===== src/rtl/bts_pkg.sv =====
package bts_pkg;
  localparam int unsigned INSTR_W = 16;
  localparam int unsigned FILE_W  = 8;
  localparam int unsigned BANK_W  = 4;
  localparam int unsigned ADDR_W  = BANK_W + FILE_W;
  localparam int unsigned DATA_W  = 8;
  localparam int unsigned BIDX_W  = $clog2(DATA_W);

  localparam logic [3:0] OPC_SKIP_CLR = 4'b1011;
  localparam logic [3:0] OPC_SKIP_SET = 4'b1010;
  localparam logic [FILE_W-1:0] IDX_MAX = 8'h5F;

  localparam logic [1:0] PH_Q1 = 2'd0;
  localparam logic [1:0] PH_Q2 = 2'd1;
  localparam logic [1:0] PH_Q3 = 2'd2;
  localparam logic [1:0] PH_Q4 = 2'd3;

  typedef struct packed {
    logic [3:0]        opc;
    logic [BIDX_W-1:0] bidx;
    logic              bank;
    logic [FILE_W-1:0] faddr;
  } bts_word_t;

  function automatic logic is_dual_word(input logic [INSTR_W-1:0] w);
    return (w[15:12] == 4'b1100) || (w[15:10] == 6'b111011);
  endfunction
endpackage


===== src/rtl/bts_decode.sv =====
module bts_decode
  import bts_pkg::*;
(
  input  logic [INSTR_W-1:0] instr_i,
  input  logic [INSTR_W-1:0] next_instr_i,
  output logic               is_bts_o,
  output logic               set_mode_o,
  output logic [BIDX_W-1:0]  bidx_o,
  output logic               bank_o,
  output logic [FILE_W-1:0]  faddr_o,
  output logic               dual_o
);
  bts_word_t w;
  assign w          = bts_word_t'(instr_i);
  assign is_bts_o   = (w.opc == OPC_SKIP_CLR) || (w.opc == OPC_SKIP_SET);
  assign set_mode_o = (w.opc == OPC_SKIP_SET);
  assign bidx_o     = w.bidx;
  assign bank_o     = w.bank;
  assign faddr_o    = w.faddr;
  assign dual_o     = is_dual_word(next_instr_i);
endmodule


===== src/rtl/bts_addr_gen.sv =====
module bts_addr_gen
  import bts_pkg::*;
(
  input  logic              bank_i,
  input  logic [FILE_W-1:0] faddr_i,
  input  logic [BANK_W-1:0] bsr_i,
  input  logic              ext_mode_i,
  input  logic [ADDR_W-1:0] fsr2_i,
  output logic [ADDR_W-1:0] addr_o
);
  localparam int unsigned HI_W = ADDR_W - FILE_W;

  logic low_win;
  assign low_win = (faddr_i <= IDX_MAX);

  always_comb begin
    if (bank_i)
      addr_o = {bsr_i, faddr_i};
    else if (ext_mode_i && low_win)
      addr_o = fsr2_i + {{HI_W{1'b0}}, faddr_i};
    else if (low_win)
      addr_o = {{HI_W{1'b0}}, faddr_i};
    else
      addr_o = {{HI_W{1'b1}}, faddr_i};
  end
endmodule


===== src/rtl/bts_seq.sv =====
module bts_seq
  import bts_pkg::*;
(
  input  logic              clk_i,
  input  logic              rst_ni,
  input  logic              req_i,
  input  logic              set_mode_i,
  input  logic [BIDX_W-1:0] bidx_i,
  input  logic [ADDR_W-1:0] addr_i,
  input  logic              dual_i,
  input  logic [DATA_W-1:0] mem_rdata_i,
  output logic              mem_re_o,
  output logic [ADDR_W-1:0] mem_addr_o,
  output logic [1:0]        phase_o,
  output logic              done_o,
  output logic              skip_o,
  output logic [1:0]        pc_inc_o,
  output logic              nop_o
);
  logic [1:0]        phase_q;
  logic              active_q, mode_q, dual_q, hit_q;
  logic [BIDX_W-1:0] bidx_q;
  logic [ADDR_W-1:0] addr_q;
  logic [1:0]        nop_cnt_q, pc_inc_q;
  logic              done_q, skip_q;
  logic              accept, tbit;

  assign accept = req_i && (phase_q == PH_Q1) && !active_q && (nop_cnt_q == 2'd0);
  assign tbit   = mem_rdata_i[bidx_q];

  always_ff @(posedge clk_i or negedge rst_ni) begin
    if (!rst_ni) begin
      phase_q   <= PH_Q1;
      active_q  <= 1'b0;
      mode_q    <= 1'b0;
      dual_q    <= 1'b0;
      hit_q     <= 1'b0;
      bidx_q    <= '0;
      addr_q    <= '0;
      nop_cnt_q <= 2'd0;
      pc_inc_q  <= 2'd0;
      done_q    <= 1'b0;
      skip_q    <= 1'b0;
    end else begin
      phase_q  <= phase_q + 2'd1;
      done_q   <= 1'b0;
      skip_q   <= 1'b0;
      pc_inc_q <= 2'd0;
      if (accept) begin
        active_q <= 1'b1;
        mode_q   <= set_mode_i;
        dual_q   <= dual_i;
        bidx_q   <= bidx_i;
        addr_q   <= addr_i;
      end
      if (active_q && phase_q == PH_Q3)
        hit_q <= mode_q ? tbit : ~tbit;
      if (active_q && phase_q == PH_Q4) begin
        active_q  <= 1'b0;
        done_q    <= 1'b1;
        skip_q    <= hit_q;
        pc_inc_q  <= hit_q ? (dual_q ? 2'd3 : 2'd2) : 2'd1;
        nop_cnt_q <= hit_q ? (dual_q ? 2'd2 : 2'd1) : 2'd0;
      end else if (phase_q == PH_Q4 && nop_cnt_q != 2'd0) begin
        nop_cnt_q <= nop_cnt_q - 2'd1;
      end
    end
  end

  assign mem_re_o   = active_q && (phase_q == PH_Q2);
  assign mem_addr_o = addr_q;
  assign phase_o    = phase_q;
  assign done_o     = done_q;
  assign skip_o     = skip_q;
  assign pc_inc_o   = pc_inc_q;
  assign nop_o      = (nop_cnt_q != 2'd0);
endmodule


===== src/rtl/bit_skip_unit.sv =====
module bit_skip_unit
  import bts_pkg::*;
(
  input  logic              clk_i,
  input  logic              rst_ni,
  input  logic              instr_valid_i,
  input  logic [15:0]       instr_i,
  input  logic [15:0]       next_instr_i,
  input  logic [3:0]        bsr_i,
  input  logic              ext_mode_i,
  input  logic [11:0]       fsr2_i,
  input  logic [7:0]        mem_rdata_i,
  output logic              mem_re_o,
  output logic [11:0]       mem_addr_o,
  output logic [1:0]        phase_o,
  output logic              done_o,
  output logic              skip_o,
  output logic [1:0]        pc_inc_o,
  output logic              nop_o
);
  logic              is_bts, set_mode, bank, dual;
  logic [BIDX_W-1:0] bidx;
  logic [FILE_W-1:0] faddr;
  logic [ADDR_W-1:0] ea;

  bts_decode u_dec (
    .instr_i     (instr_i),
    .next_instr_i(next_instr_i),
    .is_bts_o    (is_bts),
    .set_mode_o  (set_mode),
    .bidx_o      (bidx),
    .bank_o      (bank),
    .faddr_o     (faddr),
    .dual_o      (dual)
  );

  bts_addr_gen u_agen (
    .bank_i    (bank),
    .faddr_i   (faddr),
    .bsr_i     (bsr_i),
    .ext_mode_i(ext_mode_i),
    .fsr2_i    (fsr2_i),
    .addr_o    (ea)
  );

  bts_seq u_seq (
    .clk_i      (clk_i),
    .rst_ni     (rst_ni),
    .req_i      (instr_valid_i && is_bts),
    .set_mode_i (set_mode),
    .bidx_i     (bidx),
    .addr_i     (ea),
    .dual_i     (dual),
    .mem_rdata_i(mem_rdata_i),
    .mem_re_o   (mem_re_o),
    .mem_addr_o (mem_addr_o),
    .phase_o    (phase_o),
    .done_o     (done_o),
    .skip_o     (skip_o),
    .pc_inc_o   (pc_inc_o),
    .nop_o      (nop_o)
  );
endmodule


===== config.mk =====
export PLATFORM = sky130hd
export DESIGN_NAME = bit_skip_unit
export DESIGN_NICKNAME = d
export VERILOG_FILES = /design/src/rtl/bts_pkg.sv /design/src/rtl/bts_decode.sv /design/src/rtl/bts_addr_gen.sv /design/src/rtl/bts_seq.sv /design/src/rtl/bit_skip_unit.sv
export SDC_FILE = /design/constraint.sdc
export NUM_CORES = 1
export LEC_CHECK = 0
export CAP_MARGIN = 20
export CORE_MARGIN = 3
export CORE_UTILIZATION = 43
export CTS_CLUSTER_SIZE = 24
export DETAILED_ROUTE_END_ITERATION = 16
export GPL_ROUTABILITY_DRIVEN = 0
export GPL_TIMING_DRIVEN = 0
export MAX_ROUTING_LAYER = met4
export PLACE_DENSITY = 0.83
export SLEW_MARGIN = 15
export SYNTH_ARGS = -nofsm -noshare
export SYNTH_HDL_FRONTEND = slang
export SYNTH_HIERARCHICAL = 1
export SYNTH_SLANG_ARGS = --single-unit

===== constraint.sdc =====
create_clock -name clk_i -period 1.85 [get_ports clk_i]
set_input_delay 0.2775 -clock clk_i [delete_from_list [all_inputs] [get_ports clk_i]]
set_output_delay 0.2775 -clock clk_i [all_outputs]
set_load 0.005 [all_outputs]

After elaboration in Yosys (flattened, before gate mapping)
Index checks and enable logic that the tools add are counted.
Widths: inputs -> output; s select.
{"block": "word_totals", "ff_bits": 27, "input_bits": 60, "out_inout_bits": 20}
{"block": "classes", "addsub": 3, "order_cmp": 2, "eq_ne": 7, "mux": 17, "bitwise_logic": 1, "reduce_logical": 17}
{"op": "$mux 12", "n": 3}
{"op": "$add 12x8->12", "n": 1}
{"op": "$eq 4x4->1 const B", "n": 3}
{"op": "$mux 2", "n": 6}
{"op": "$logic_and 1x1->1", "n": 9}
{"op": "$le 8x7->1 const B", "n": 1}
{"op": "$mux 1", "n": 7}
{"op": "$eq 6x6->1 const B", "n": 1}
{"op": "$reduce_bool 2->1", "n": 3}
{"op": "$eq 2x2->1 const B", "n": 2}
{"op": "$logic_not 2->1", "n": 2}
{"op": "$lt 3x4->1 const B", "n": 1}
{"op": "$bmux 1 s3", "n": 1}
{"op": "$add 2x1->2 const B", "n": 1}
{"op": "$eq 2x1->1 const B", "n": 1}
{"op": "$logic_or 1x1->1", "n": 2}
{"op": "$sub 2x1->2 const B", "n": 1}
{"op": "$logic_not 1->1", "n": 1}
{"op": "$not 1->1", "n": 1}

Logic depth before layout (Yosys ltp)
Gate-level depths: netlist (run 1).
{"block": "depth", "depth_word": 8, "mapped_depth": 10, "depth_no_buf": 9}

Cells and area by module
The synthesis (run 1) kept the hierarchy.
{"module": "bts_seq", "instances": 1, "cells_each": 76, "area_each_um2": 1118.6, "seq_area_each_um2": 650.6}
{"module": "bts_addr_gen", "instances": 1, "cells_each": 89, "area_each_um2": 615.6, "seq_area_each_um2": 0.0}
{"module": "bts_decode", "instances": 1, "cells_each": 18, "area_each_um2": 122.6, "seq_area_each_um2": 0.0}
{"module": "bit_skip_unit", "instances": 1, "cells_each": 1, "area_each_um2": 6.3, "seq_area_each_um2": 0.0}

Worst setup path before layout (run 1)
Ideal clock, no wire load.
{"block": "synth_timing", "path_kind": "input to register", "start": "in instr_i[0]", "end": "reg u_seq.addr_q[10] (netlist: u_seq/mem_addr_o[10])", "t_arrival_ns": 1.983, "required_time_ns": 1.786, "setup_slack_ns": -0.198, "path_stages": 10, "path_cell_list": "buf_4 ha_1 inv_1 fa_1 nor2b_1 o31a_1 o21ai_0 or4_1 nand3b_1 mux2_2"}
{"block": "synth_via", "elab_chain_cells": 4}
{"element": "start: declaration", "line_no": "bit_skip_unit.sv:7", "text": "input logic [15:0] instr_i,"}
{"element": "$le 8x7->1", "line_no": "bts_addr_gen.sv:14", "text": "assign low_win = (faddr_i <= IDX_MAX);"}
{"element": "$mux 12 / $logic_and 1x1->1 (equally long branches)", "line_no": "bts_addr_gen.sv:21, bts_addr_gen.sv:19"}
{"element": "$mux 12 (*)", "line_no": "bts_addr_gen.sv:19", "text": "else if (ext_mode_i && low_win)"}
{"element": "$mux 12 (*)", "line_no": "bts_addr_gen.sv:17", "text": "if (bank_i)"}
{"element": "named net ea[10]", "line_no": "bit_skip_unit.sv:24", "text": "logic [ADDR_W-1:0] ea;"}
{"element": "end signal: assignment", "line_no": "bts_seq.sv:54", "text": "addr_q <= addr_i;"}
{"element": "end: declaration", "line_no": "bts_seq.sv:23", "text": "logic [ADDR_W-1:0] addr_q;"}
The timed path passes the listed nets; every way through them passes the cells marked *.
A chain may end at the register's enable or synchronous reset.

Worst setup path after layout (run 1)
{"block": "layout_timing", "start": "in instr_i[0]", "end": "reg u_seq.addr_q[6] (netlist: u_seq/mem_addr_o[6])"}
{"block": "layout_via", "elab_chain_cells": 4}
{"element": "parallel branches: the longest is 2 deep, another holds $add 12x8->12"}
{"element": "$mux 12 (*)", "line_no": "bts_addr_gen.sv:19"}
{"element": "$mux 12 (*)", "line_no": "bts_addr_gen.sv:17"}
{"element": "named net ea[6]", "line_no": "bit_skip_unit.sv:24"}
Mark *: on every way through the listed nets, which the timed path passes.

==> results of run 1 <==
==> routing by layer <==
metal	GRT usage, %	part of all wire [%]
met1	23.38	42
met2	31.84	52
met3	3.226	5.4
met4	3.549	1.0
met5	-	0
==> flip-flops by register name, indices dropped and copies added (netlist names) <==
register	count
u_seq/hit_q	1
u_seq/dual_q	1
u_seq/active_q	1
u_seq/nop_cnt_q	2
u_seq/pc_inc_o	2
u_seq/bidx_q	3
u_seq/done_o	1
u_seq/phase_o	2
u_seq/mode_q	1
u_seq/mem_addr_o	12
==> layout by cell type (no fill, tap or decap), types with 6 or more instances in the layout <==
cell / netlist / layout
clkdlybuf4s50_1: 0 / 49
buf_4: 13 / 26
dfrtp_1: 26 / 26
mux2_2: 18 / 14
nand2_1: 13 / 13
inv_1: 11 / 9
o21ai_0: 13 / 9
ha_4: 0 / 7
nor2_1: 7 / 6
==> layout make-up <==
class                   count  area, um^2  area share, %
clock buffers               3       41.29          1.437
plain buffers              18       147.6          5.137
clock inverters             1       30.03          1.045
repair buffers             72       675.6          23.51
multi-input cells         129        1225          42.62
well taps                  50       62.56          2.177
flip-flops and latches     26       650.6          22.64
inverters                  11       41.29          1.437
==> metrics by stage <==
| step | cells | setup TNS (ns) |
|---|---|---|
| floorplan | 184 | -0.1187 |
| global placement | 291 | -5.388 |
| detailed placement | 292 | -5.855 |
| CTS | 305 | 0 |
| global route | 310 | -0.2211 |
| finish | 310 | -0.03874 |
==> cell usage after synthesis (2+ instances only) <==
library cell	count	area [um^2]
a21boi_0	2	15.01
a21oi_1	3	15.01
or4_1	2	15.01
o22ai_1	3	18.77
nand2_1	13	48.80
mux2_2	18	202.7
o211ai_1	4	30.03
o32ai_1	2	17.52
buf_2	2	10.01
o21ai_0	13	65.06
nand3_1	2	10.01
nor2_1	7	26.28
xor2_1	4	35.03
and2_1	3	18.77
mux4_1	2	52.55
o21a_1	3	22.52
dfrtp_1	26	650.6
nand4_1	3	18.77
a211oi_1	2	15.01
nor3_1	3	15.01
a22o_1	2	17.52
xnor2_1	3	26.28
ha_1	13	162.7
inv_1	11	41.29
nor2b_1	6	37.54
buf_4	13	97.59
==> cells by family (layout without fill, tap and decap cells) <==
group | after synthesis | in the layout
AOI/OAI and AO/OA | 43 | 43
xor gates and xnor gates | 7 | 7
adders and majority gates | 14 | 14
buffers and inverters | 29 | 105
DFF | 26 | 26
muxes | 21 | 21
and+or+nand+nor | 44 | 44
==> power by group <==
group	total [mW]	switching, mW	internal (mW)
Clock	0.464	0.174	0.289
Combinational	0.790	0.291	0.499
Sequential	0.740	0.0685	0.671
Total	1.99	0.534	1.46
==> worst max-delay path, stage by stage <==
cell,delay [ns]
buf_8,0.10
ha_4,0.15
inv_2,0.05
fa_2,0.20
nor2b_2,0.05
o31a_1,0.32
buf_4,0.16
o21a_1,0.21
o21a_1,0.19
o31ai_1,0.21
mux2_4,0.18
==> what timing repair did <==
action,in CTS,in global routing
buffers inserted,9,5
resized for setup,25,17
hold endpoints to repair,0,0
endpoints found under the setup margin,8,17
pin swaps,16,14
==> worst max-delay path by stage <==
stage                           from                    to  slack, ns  cells past startpoint
after CTS                  fsr2_i[2]   u_seq/mem_addr_o[6]      0.001                      9
after detailed placement   fsr2_i[0]  u_seq/mem_addr_o[10]      -0.63                     10
after global routing      instr_i[0]   u_seq/mem_addr_o[6]      -0.09                     11
after global placement     fsr2_i[0]  u_seq/mem_addr_o[10]      -0.62                     10
final                     instr_i[0]   u_seq/mem_addr_o[6]      -0.04                     11
after floorplan           instr_i[0]  u_seq/mem_addr_o[10]      -0.06                     10
==> results.txt, run 1 <==
count of cell types in the netlist - 45
fmax - 0.5295 GHz
worst setup margin - -0.03874 ns
WHS Endpoint - u_seq/bidx_q[1]
critical path arrival - 2.10 ns
initial antenna violation count - 0
die width - 71.82 um
failing checks - negative setup slack
largest family of logic cells by synthesized area - compound AO/OA/AOI/OAI gates
hold path depth - 2
pre-CTS setup slack - -0.6298 ns
HPWL Detailed - 3.414 mm
Pre-Repair DR Iteration Count - 4
Worst R2R End - u_seq/mem_addr_o[4]
Vias/cell - 5.287
clock root cell - clkbuf_8
remaining antenna violation count - 0
number of port buffers - 57
initial core utilization - 45.59%
VDD IR-drop max - 0.7201 mV
Post-synth top flop - dfrtp_1
I/O pin cnt - 80
CP required - 2.06 ns
Die Ht - 71.82 um
Yosys Warn Count - 6
worst hold path class - primary input to register
Post-Route WL - 4.600 mm
RSZ-0062 raised after global routing - true
H-Tree Level Count - 1
fill cell count - 314
Final Core Density - 70.33%
die area - 0.005158 mm^2
relative slew slack - 67.06%
Leakage - 1.249 nW
synthesized area - 0.001863 mm^2
Max Cap Viol - 0
All-Layer GR Usage - 18.66%
core area - 0.004086 mm^2
first-iteration detailed-routing DRC count - 55
R2R cell count - 5
clk slew on worst S/H paths - 0.09 ns
Area Overhead vs Synth - 54.26%
# rows - 23
syn avg cell area - 10.13 um^2
Tot Pwr - 1.994 mW
Hold Slack - 0.2362 ns
Final setup viols - 1
Max FO, Critical Path - 2
CTS max path bufs - 2
CTS tree - built
Placed Instance Area - 0.002587 mm^2
via count - 1,639
# DRC - 0
Design Area, Final - 0.002874 mm^2
cts bufs inserted - 3
Post-synth EDFFs - 0
max-slew violations - 0
status - complete, but fails checks
worst-skew pair later-pin latency - 0.26 ns
R2R Path Start - u_seq/phase_o[0]
Worst-Margin Slew - 0.4925 ns
grt total ovfl - 0
syn nets - 258
Nets - 335
CP endpoint kind - register
final worst path period share - 102.1%
CTS Sinks - 26
vias in the first global route - 1,608
ANT cells - 0
cts hold-fix bufs - 0
Hold Startpoint - instr_i[10]
ys async rst share - 100.0%
Synth Area in Simple Gates - 12.42%
Hold Vio Cnt, Final - 0
largest net degree at the start of global routing - 18
Period minus WS final - 1.889 ns
wire per inst - 14.84 um
Post-Synth Adder-Cell Area - 9.805%
pwr dens - 693.8 mW/mm^2
Synth Area in XOR/XNOR - 3.291%
fraction of layout cells with a size suffix above 1 - 32.31%
Fin Clk Skew - 0.001060 ns
reg2reg setup slack - 0.16 ns
crit path kind - primary input to register
compound-cell area share of the yosys netlist - 16.25%
first-pass GRT wire length - 7.493 mm
Critical Path Start Type - primary input
post-synthesis mux area share - 14.24%
register area share after synthesis - 34.92%
Mapped Cells - 184
synthesis-stage register bit count - 26
No activity file was read; power rests on OpenSTA's default activity.
==> run 2, diff against run 1 <==
--- a/config.mk
+++ b/config.mk
@@ -5,6 +5,7 @@
 export SDC_FILE = /design/constraint.sdc
 export NUM_CORES = 1
 export LEC_CHECK = 0
+export ABC_CLOCK_PERIOD_IN_PS = 1850
 export CAP_MARGIN = 20
 export CORE_MARGIN = 3
 export CORE_UTILIZATION = 43
@@ -14,7 +15,7 @@
 export GPL_TIMING_DRIVEN = 0
 export MAX_ROUTING_LAYER = met4
 export PLACE_DENSITY = 0.83
-export SLEW_MARGIN = 15
+export SLEW_MARGIN = 20
 export SYNTH_ARGS = -nofsm -noshare
 export SYNTH_HDL_FRONTEND = slang
 export SYNTH_HIERARCHICAL = 1
==> run 2 against run 1 <==
Compared with the run above: the run ends with negative hold slack left; global-route usage is 0.39 points higher; hold slack got worse by 0.24 ns; die area did not move; clock-buffer cell count is 1 higher; final cell count unchanged; non-clock buffer count is the same; total power fell by 3.6%; maximum frequency rose by 2.7%; via count increased by 0.24%; first-iteration DRC count shrank 22%; register-to-register slack is essentially flat; critical endpoint unchanged.
==> results.txt, run 2 (synthesized netlist as in run 1, its figures left out) <==
wire per inst - 14.85 um
# DRC - 0
cts bufs inserted - 3
CTS max path bufs - 2
Nets - 335
Fin Clk Skew - 0.003617 ns
worst hold path class - primary input to async pin
die width - 71.82 um
CP required - 2.07 ns
Die Ht - 71.82 um
final worst path period share - 99.43%
first-iteration detailed-routing DRC count - 43
worst-skew pair later-pin latency - 0.27 ns
CTS Sinks - 26
most frequent cells in the layout - clkdlybuf4s50_1, buf_4, dfrtp_1
delay-heaviest family, CP - compound AO/OA/AOI/OAI gates
failing checks - negative hold slack
initial core utilization - 45.59%
CP max stage delay - 0.31 ns
Worst-Margin Slew - 0.5847 ns
H-Tree Level Count - 1
Tot Pwr - 1.921 mW
status - complete, but fails checks
R2R Path Start - u_seq/phase_o[0]
Leakage - 1.244 nW
WP buf/inv - 3
cts hold-fix bufs - 0
critical path arrival - 2.06 ns
initial antenna violation count - 0
worst setup margin - 0.01056 ns
number of port buffers - 57
Worst R2R End - u_seq/mode_q
commonest non-fill, non-tap cell in the layout - clkdlybuf4s50_1
Final Non-Filler Cells - 310
Max FO, Critical Path - 2
ANT cells - 0
HPWL Detailed - 3.414 mm
pwr dens - 670.5 mW/mm^2
Max Cap Viol - 0
max-slew violations - 0
fraction of layout cells with a size suffix above 1 - 32.31%
Worst Setup SP - instr_i[0]
Final setup viols - 0
Cell Chain, Critical Path - buf_8 > ha_4 > inv_2 > fa_2 > nor2b_2 > o31a_1 > buf_4 > o21a_1 > o21a_1 > o31ai_1 > mux2_4
end of the critical path - u_seq/mem_addr_o[6]
clk slew on worst S/H paths - 0.09 ns
# rows - 23
fill cell count - 320
Hold Slack - -0.002697 ns
crit path kind - primary input to register
All-Layer GR Usage - 19.05%
CTS tree - built
reg2reg setup slack - 0.15 ns
TNS Setup - 0 ns
vias in the first global route - 1,651
R2R cell count - 5
clock root cell - clkbuf_8
largest net degree at the start of global routing - 27
relative slew slack - 61.02%
Post-Route WL - 4.605 mm
I/O pin cnt - 80
Critical Path Start Type - primary input
Pre-Repair DR Iteration Count - 4
die area - 0.005158 mm^2
first-pass GRT wire length - 7.603 mm
CP endpoint kind - register
VDD IR-drop max - 0.6061 mV
Area Overhead vs Synth - 53.79%
DP Cell Count - 291
Critical Path Stages - 11
pre-CTS setup slack - -0.6478 ns
via count - 1,643
Period minus WS final - 1.839 ns
grt total ovfl - 0
remaining antenna violation count - 0
critical path's slowest cell - o31a_1
Hold Vio Cnt, Final - 8
CP most frequent cell - o21a_1
RSZ-0062 raised after global routing - true
core area - 0.004086 mm^2
Vias/cell - 5.300
max FFs per register - 12
fmax - 0.5436 GHz
## run 2: per-layer routing
metal	global-route usage, %	share of wire, %	up-vias
li1	-	-	807
met1	23.26	42	780
met2	32.65	52	52
met3	3.366	5.5	4
met4	4.593	0.93	0
met5	-	0	-
## run 2: metrics by stage
step / area (um^2) / util (%) / hold slack (ns)
final: 2865 / 70.12 / -0.002697
after CTS: 2789 / 68.25 / 0.01016
after detailed placement: 2567 / 62.83 / 0.3120
after global routing: 2865 / 70.12 / 0.04146
after floorplan: 1939 / - / -0.01809
after global placement: 2572 / 62.95 / 0.4871
## run 2: final cells by class
type	instances	area, um^2	share of cell area (%)
buffer	18	143.9	5.022
timing repair buffer	72	676.9	23.62
sequential	26	650.6	22.71
inverter	11	41.29	1.441
multi-input combinational	129	1235	43.10
clock buffer	4	55.05	1.921
tap	50	62.56	2.183
## run 2: timing repair
item / 4_1_cts / 5_1_grt
pin swaps: 22 / 17
buffers inserted: 9 / 6
endpoints found under the setup margin: 9 / 17
resized for setup: 34 / 12
gates cloned: 0 / 0
## run 2: worst min-delay path by stage
stage	depth (start not counted)	endpoint	startpoint
5_1_grt	1	u_seq/dual_q	rst_ni
4_1_cts	1	u_seq/bidx_q[1]	rst_ni
3_5_place_dp	1	u_seq/bidx_q[1]	rst_ni
2_1_floorplan	0	u_seq/active_q	rst_ni
3_3_place_gp	1	u_seq/mem_addr_o[3]	u_seq/mem_addr_o[3]
6_report	1	u_seq/bidx_q[0]	rst_ni
## run 2: where the power goes
| part | internal [mW] | leakage, nW | switching [mW] |
|---|---|---|---|
| logic | 0.516 | 0.870 | 0.304 |
| clock network | 0.190 | 0.0288 | 0.175 |
| registers | 0.671 | 0.345 | 0.0651 |
| total | 1.38 | 1.24 | 0.544 |
